## src/rtl/rtc_alarm_pkg.sv

```systemverilog
package rtc_alarm_pkg;
  localparam int SUB_W   = 8;
  localparam int LO_W    = 16;
  localparam int HI_W    = 8;
  localparam int HI_USED = 4;
  localparam int TOD_W   = LO_W + HI_USED;
  localparam int DATA_W  = 16;
  localparam int ADDR_W  = 2;
  localparam int NFLAG   = 3;

  typedef enum logic [ADDR_W-1:0] {
    SEL_SUB  = 2'd0,
    SEL_TLO  = 2'd1,
    SEL_THI  = 2'd2,
    SEL_STAT = 2'd3
  } reg_sel_e;

  // flag positions in the status word
  localparam int FL_TOD = 0;
  localparam int FL_SUB = 1;
  localparam int FL_ERR = 2;

  function automatic logic [TOD_W-1:0] tod_value(input logic [HI_W-1:0] hi,
                                                 input logic [LO_W-1:0] lo);
    return {hi[HI_USED-1:0], lo};
  endfunction

  function automatic logic regs_open(input logic busy, input logic ae,
                                     input logic ce);
    return !busy && !(ae && ce);
  endfunction
endpackage

```

## src/rtl/rtc_alarm_regs.sv

```systemverilog
module rtc_alarm_regs
  import rtc_alarm_pkg::*;
(
  input  logic              clk,
  input  logic              rst_n,
  input  logic              wr,
  input  logic [ADDR_W-1:0] addr,
  input  logic [DATA_W-1:0] wdata,
  input  logic              open,
  output logic [SUB_W-1:0]  sub_q,
  output logic [LO_W-1:0]   lo_q,
  output logic [HI_W-1:0]   hi_q,
  output logic              blocked
);
  logic alarm_sel;
  logic accept;

  assign alarm_sel = wr && (reg_sel_e'(addr) != SEL_STAT);
  assign accept    = alarm_sel && open;
  assign blocked   = alarm_sel && !open;

  always_ff @(posedge clk or negedge rst_n) begin
    if (!rst_n) begin
      sub_q <= '0;
      lo_q  <= '0;
      hi_q  <= '0;
    end else if (accept) begin
      case (reg_sel_e'(addr))
        SEL_SUB: sub_q <= wdata[SUB_W-1:0];
        SEL_TLO: lo_q  <= wdata[LO_W-1:0];
        SEL_THI: hi_q  <= wdata[HI_W-1:0];
        default: ;
      endcase
    end
  end
endmodule

```

## src/rtl/rtc_tod_match.sv

```systemverilog
module rtc_tod_match
  import rtc_alarm_pkg::*;
(
  input  logic             roll,
  input  logic             ae,
  input  logic             ce,
  input  logic [TOD_W-1:0] secs,
  input  logic [HI_W-1:0]  hi,
  input  logic [LO_W-1:0]  lo,
  output logic             hit
);
  logic equal;
  assign equal = (secs == tod_value(hi, lo));
  assign hit   = roll && ae && ce && equal;
endmodule

```

## src/rtl/rtc_sticky_flag.sv

```systemverilog
module rtc_sticky_flag (
  input  logic clk,
  input  logic rst_n,
  input  logic set,
  input  logic clr,
  output logic q
);
  always_ff @(posedge clk or negedge rst_n) begin
    if (!rst_n)   q <= 1'b0;
    else if (set) q <= 1'b1;
    else if (clr) q <= 1'b0;
  end
endmodule

```

## src/rtl/rtc_alarm_unit.sv

```systemverilog
module rtc_alarm_unit
  import rtc_alarm_pkg::*;
(
  input  logic              clk,
  input  logic              rst_n,
  input  logic              reg_wr,
  input  logic [ADDR_W-1:0] reg_addr,
  input  logic [DATA_W-1:0] reg_wdata,
  output logic [DATA_W-1:0] reg_rdata,
  input  logic [TOD_W-1:0]  secs_low,
  input  logic              sub_roll,
  input  logic              sub_reload,
  input  logic              clk_busy,
  input  logic              alarm_en,
  input  logic              clock_en,
  output logic [SUB_W-1:0]  sub_reload_val,
  output logic              tod_flag,
  output logic              sub_flag,
  output logic              wr_err
);
  logic [SUB_W-1:0] sub_q;
  logic [LO_W-1:0]  lo_q;
  logic [HI_W-1:0]  hi_q;
  logic             wr_open;
  logic             wr_blocked;
  logic             tod_hit;
  logic             stat_wr;
  logic [NFLAG-1:0] flag_set;
  logic [NFLAG-1:0] flag_clr;
  logic [NFLAG-1:0] flag_q;

  assign wr_open = regs_open(clk_busy, alarm_en, clock_en);

  rtc_alarm_regs u_regs (
    .clk     (clk),
    .rst_n   (rst_n),
    .wr      (reg_wr),
    .addr    (reg_addr),
    .wdata   (reg_wdata),
    .open    (wr_open),
    .sub_q   (sub_q),
    .lo_q    (lo_q),
    .hi_q    (hi_q),
    .blocked (wr_blocked)
  );

  rtc_tod_match u_match (
    .roll (sub_roll),
    .ae   (alarm_en),
    .ce   (clock_en),
    .secs (secs_low),
    .hi   (hi_q),
    .lo   (lo_q),
    .hit  (tod_hit)
  );

  assign stat_wr = reg_wr && (reg_sel_e'(reg_addr) == SEL_STAT);

  always_comb begin
    flag_set         = '0;
    flag_set[FL_TOD] = tod_hit;
    flag_set[FL_SUB] = sub_reload;
    flag_set[FL_ERR] = wr_blocked;
    flag_clr         = stat_wr ? reg_wdata[NFLAG-1:0] : '0;
  end

  for (genvar i = 0; i < NFLAG; i++) begin : g_flag
    rtc_sticky_flag u_flag (
      .clk   (clk),
      .rst_n (rst_n),
      .set   (flag_set[i]),
      .clr   (flag_clr[i]),
      .q     (flag_q[i])
    );
  end

  assign tod_flag       = flag_q[FL_TOD];
  assign sub_flag       = flag_q[FL_SUB];
  assign wr_err         = flag_q[FL_ERR];
  assign sub_reload_val = sub_q;

  always_comb begin
    case (reg_sel_e'(reg_addr))
      SEL_SUB:  reg_rdata = DATA_W'(sub_q);
      SEL_TLO:  reg_rdata = DATA_W'(lo_q);
      SEL_THI:  reg_rdata = DATA_W'(hi_q);
      default:  reg_rdata = DATA_W'(flag_q);
    endcase
  end
endmodule

```

## config.mk

```make
export PLATFORM = sky130hd
export DESIGN_NAME = rtc_alarm_unit
export DESIGN_NICKNAME = d
export VERILOG_FILES = /design/src/rtl/rtc_alarm_pkg.sv /design/src/rtl/rtc_alarm_regs.sv /design/src/rtl/rtc_tod_match.sv /design/src/rtl/rtc_sticky_flag.sv /design/src/rtl/rtc_alarm_unit.sv
export SDC_FILE = /design/constraint.sdc
export NUM_CORES = 1
export LEC_CHECK = 0
export ABC_CLOCK_PERIOD_IN_PS = 2930
export BUFFER_PORTS_ARGS = -buffer_cell sky130_fd_sc_hd__buf_4
export CAP_MARGIN = 40
export CORE_ASPECT_RATIO = 0.7
export CORE_MARGIN = 3
export CORE_UTILIZATION = 52
export CTS_BUF_LIST = sky130_fd_sc_hd__clkbuf_16
export DETAILED_ROUTE_END_ITERATION = 16
export PLACE_DENSITY_LB_ADDON = 0.2
export SYNTH_ARGS = -nofsm -noshare
export SYNTH_HDL_FRONTEND = slang
export SYNTH_HIERARCHICAL = 1
export SYNTH_SLANG_ARGS = --single-unit
```

## constraint.sdc

```tcl
create_clock -name clk -period 2.93 [get_ports clk]
set_clock_uncertainty 0.15 [all_clocks]
set_input_delay 0.4395 -clock clk [delete_from_list [all_inputs] [get_ports clk]]
set_output_delay 0.4395 -clock clk [all_outputs]
set_load 0.02 [all_outputs]
```

**Word-level counts from Yosys, hierarchy flattened**

Cells that the tools add are included.

- Output and inout bits: 27
- Flip-flop bits (word level): 35
- Logic and storage cells: 38

- Multiplexer cells: 8
- Equal/unequal tests: 5
- Reduce and logical (&&, ||, !) cells: 19

Operator list:

| operator | count |
|---|---|
| $pmux 16 s3 | 1 |
| $eq 20x20->1 | 1 |
| $logic_and 1x1->1 | 9 |
| $mux 1 | 6 |
| $reduce_and 2->1 | 3 |
| $reduce_bool 2->1 | 3 |
| $eq 2x2->1 const B | 2 |
| $logic_not 1->1 | 3 |
| $mux 3 | 1 |
| $eq 2x1->1 const B | 1 |
| $logic_not 2->1 | 1 |
| $ne 2x2->1 const B | 1 |

**Longest topological paths before layout**

- Depth in word-level cells: 6
- Gate-level depth with buffers: 5
- Mapped depth without buffers: 5

**Hierarchy**

Netlist, hierarchy kept.

By module, submodules not included:

| module | cells each | area each (µm²) | times used |
|---|---|---|---|
| rtc_alarm_regs | 71 | 1287.5 | 1 |
| rtc_alarm_unit | 30 | 282.8 | 1 |
| rtc_tod_match | 28 | 227.7 | 1 |
| rtc_sticky_flag | 3 | 36.3 | 3 |

**Worst setup path after synthesis**

Ideal clock, no wire load.

- Path kind: input-to-reg
- From: input port alarm_en
- To: register u_regs.sub_q[1]
- Slack: 1.176 ns
- Arrival time: 1.480 ns
- Stages: 4
- Buffers on the path: 1
- Cells stage by stage: a21oi_1 -> and4bb_1 -> buf_6 -> mux2_2

- Longest elaborated chain between the ends: 5

Ends and longest elaborated chain:

| item | RTL line | source |
|---|---|---|
| start, declared | rtc_alarm_unit.sv:14 | `input logic alarm_en,` |
| $logic_and 1x1->1 | rtc_alarm_pkg.sv:30 | `return !busy && !(ae && ce);` |
| $logic_not 1->1 | rtc_alarm_pkg.sv:30 |  |
| $logic_and 1x1->1 | rtc_alarm_pkg.sv:30 |  |
| $logic_and 1x1->1 | rtc_alarm_regs.sv:19 | `assign accept = alarm_sel && open;` |
| $reduce_and 2->1 (no source line) | n/a |  |
| end signal, assigned | rtc_alarm_regs.sv:29 | `SEL_SUB: sub_q <= wdata[SUB_W-1:0];` |
| end, declared | rtc_alarm_regs.sv:10 | `output logic [SUB_W-1:0] sub_q,` |

Every way passes these cells.
A chain may end at the register's enable or synchronous reset.

**Worst setup path after layout**

- From: input port reg_addr[0]
- To: output port reg_rdata[6]

- Longest elaborated chain between the ends: 2
- Elaborated cells on any way between the ends: 4

Ends and longest elaborated chain:

| item | RTL line | source |
|---|---|---|
| start, declared | rtc_alarm_unit.sv:7 | `input logic [ADDR_W-1:0] reg_addr,` |
| $eq 2x2->1, or another cell as far along | rtc_alarm_unit.sv:83 | `case (reg_sel_e'(reg_addr))` |
| $pmux 16 s3 * | rtc_alarm_unit.sv:83 |  |
| end, declared | rtc_alarm_unit.sv:9 | `output logic [DATA_W-1:0] reg_rdata,` |

Mark *: on every way between the ends. The rest lies on a longest branch, timed or not.

==> flow_summary.ini <==
[synth]
yosysWarningCount = 6
synth_fa_ha_area_share_pct = 0
synth-simple-area-share_pct = 10.2
synth_xor_area_share_pct = 9.19
synth-compound-area-share_pct = 4.13
synth_top_family_by_area = multiplexers
seq_area_frac_synth_pct = 45.9
synth_area_um2 = 1910
synth.distinct_cells = 24
synth_mux_area_share_pct = 27.2
synth_area_per_cell_um2 = 13.8
syn_nets = 184
synthCells = 138
ys_seq_elements = 35

[route]
drc_errors = 0
firstDrtPassIters = 4
via_count = 1422
antenna_left = 0
drt_iter0_drc = 34
avgRoutedWirePerCell_um = 17.8
via_per_inst = 5.45
totalWireLength_um = 4630

[placed_design]
portBuffers = 72
place_inst = 252
routabilityCongestion = 0.744
placed_cell_area_um2 = 2460
dpl.hpwl_um = 3470

[clock_tree]
ctsLongestPathBuffers = 2
cts_buffers = 5
cts-resized-gates = 0
clock-sinks = 35
htreeDepth = 2
cts_root_buf = clkbuf_16
clk_pin_slew_ns = 0.05
post-cts-setup-buffers = 0
cts_tree = built
insertion_delay_ns = 0.27

[cells_and_area]
finalNonFillerCells = 261
layout_common_cells = 72 x buf_4, 35 x dfrtp_1, 21 x mux2_2
area_growth_pct = 36.5
final_nets = 259
fin_util_pct = 78.5
design_area_um2 = 2600
mostFrequentLayoutCell = buf_4
drive_gt1_share_pct = 54.7
antenna_cells = 0

[sta]
tightest_slew_ns = 0.466
period_needed_ns = 1.96
hold_slack_ns = 0.201
setup_viol = 0
slew_violations = 0
finalSetupTns_ns = 0
relSlewSlack_pct = 68.9
hold_viol = 0
rsz0062_at_grt = no
fmax_mhz = 510
fin_crit_sh_pct = 66.9

[setup_path]
start_kind = input port
worstPathArrival_ns = 1.37
reg2reg_to = g_flag[0].u_flag/q$_DFFE_PN0P_
crit_type = in -> out
reg2reg_depth = 5
timing.rr.start = u_regs/hi_q[2]$_DFFE_PN0P_
cp-end-kind = output port
cp_max_fo = 14
r2r_setup_slack_ns = 1.26
cp.required_ns = 2.34

[power_and_ir_drop]
power_density_nw_per_um2 = 649
leakagePower_uw = 0.00128
p_clk_share_pct = 28.7
internal-power_uw = 1190
netSwitchingFraction_pct = 29.5
p_seq_share_pct = 40.9
p_switching_uw = 498
power_frac_comb_pct = 30.4
peakVddDrop_mv = 0.483

[floorplan]
fp.dieW_um = 78.4
die_h_um = 56.7
fp.coreArea_um2 = 3320
num_rows = 17
io_pins = 73
initial_core_util_pct = 57.5
die_area_um2 = 4440

[hold_path]
hold_path_class = in -> reg
min_to = g_flag[1].u_flag/q$_DFFE_PN0P_
min_path_cells = 2
hold_path_startpoint = sub_reload

[global_route]
antenna_found_initial = 0
groute.usage.overall_pct = 22.2
grt_max_degree = 36
grt_overflow = 0
grt_pass1_wl_um = 7480
grt_pass1_vias = 1573

[run]
drv_cap = 0

[status]
status = finished, final reports clean
[Yosys cell counts (all sizes together)]
| cell type | n | area (um2) |
|---|---|---|
| xor2 | 15 | 131 |
| nor3 | 2 | 15.0 |
| a21oi | 1 | 5.00 |
| nor2b | 1 | 13.8 |
| buf | 5 | 48.8 |
| a21o | 3 | 22.5 |
| nor4 | 3 | 18.8 |
| mux4 | 3 | 67.6 |
| and3 | 1 | 7.51 |
| nand4 | 3 | 18.8 |
| mux2 | 32 | 402 |
| and4bb | 1 | 12.5 |
| xnor2 | 5 | 43.8 |
| and2 | 11 | 68.8 |
| nand4b | 2 | 38.8 |
| o2bb2ai | 5 | 43.8 |
| a211oi | 1 | 7.51 |
| inv | 4 | 15.0 |
| dfrtp | 35 | 876 |
| mux2i | 5 | 50.1 |
[sequential cells by signal (all words and copies together), names as in the netlist]
register and cells:
u_regs/lo_q 16, u_regs/hi_q 8, u_regs/sub_q 8, g_flag.u_flag/q 3
[power by group through the flow]
| stage | registers [uW] | logic (uW) | clock network [uW] |
|---|---|---|---|
| 2_1_floorplan | 705 | 286 | 0 |
| 6_report | 691 | 513 | 484 |
| 5_1_grt | 707 | 550 | 512 |
| 3_3_place_gp | 691 | 496 | 0 |
| 3_5_place_dp | 698 | 512 | 0 |
| 4_1_cts | 691 | 516 | 490 |
[repair_timing]
item                                   CTS  global route
hold buffers                             1             0
setup endpoints to repair                0             0
endpoints found under the hold margin   35             0
[layer usage]
| metal | vias up | global-route usage (%) | wire length, um |
|---|---|---|---|
| met3 | 15 | 6.57 | 289 |
| met5 | - | 0 | 0 |
| met4 | 0 | 9.73 | 110 |
| met2 | 72 | 36.7 | 2280 |
| li1 | 650 | - | - |
| met1 | 685 | 27.1 | 1950 |
[worst max-delay path, stage by stage]
cell and delay, ns:
buf_4 0.21, nor2b_4 0.37, o2bb2ai_1 0.18, buf_4 0.17
[how the worst max path moves through the flow]
| stage | startpoint | end | slack (ns) | depth (start not counted) |
|---|---|---|---|---|
| final | reg_addr[0] | reg_rdata[6] | 0.97 | 4 |
| after CTS | reg_addr[0] | reg_rdata[6] | 0.97 | 4 |
| after floorplan | alarm_en | u_regs/sub_q[1]$_DFFE_PN0P_ | 1.18 | 4 |
| after detailed placement | alarm_en | u_regs/sub_q[2]$_DFFE_PN0P_ | 0.79 | 4 |
| after global routing | reg_addr[0] | reg_rdata[4] | 0.89 | 4 |
| after global placement | alarm_en | u_regs/sub_q[5]$_DFFE_PN0P_ | 0.85 | 4 |
[cells by family (layout without fill, tap and decap cells)]
group / after synthesis / in the layout
AOI/OAI and AO/OA: 10 / 10
xor gates and xnor gates: 20 / 20
buffers and inverters: 9 / 85
DFF: 35 / 35
muxes: 40 / 40
and+or+nand+nor: 24 / 24
[stage by stage]
step | power [uW] | setup WS (ns)
2_1_floorplan | 991 | 1.18
3_3_place_gp | 1190 | 0.849
3_5_place_dp | 1210 | 0.786
4_1_cts | 1700 | 0.971
5_1_grt | 1770 | 0.893
6_report | 1690 | 0.971
[layout make-up]
type | count | area (um2)
flip-flops and latches | 35 | 876
inverters | 4 | 15.0
clock inverters | 3 | 11.3
clock buffers | 5 | 125
multi-input cells | 94 | 967
fillers | 209 | 714
repair buffers | 73 | 551
well taps | 47 | 58.8
Note: power is estimated with default switching activity, not from simulation.
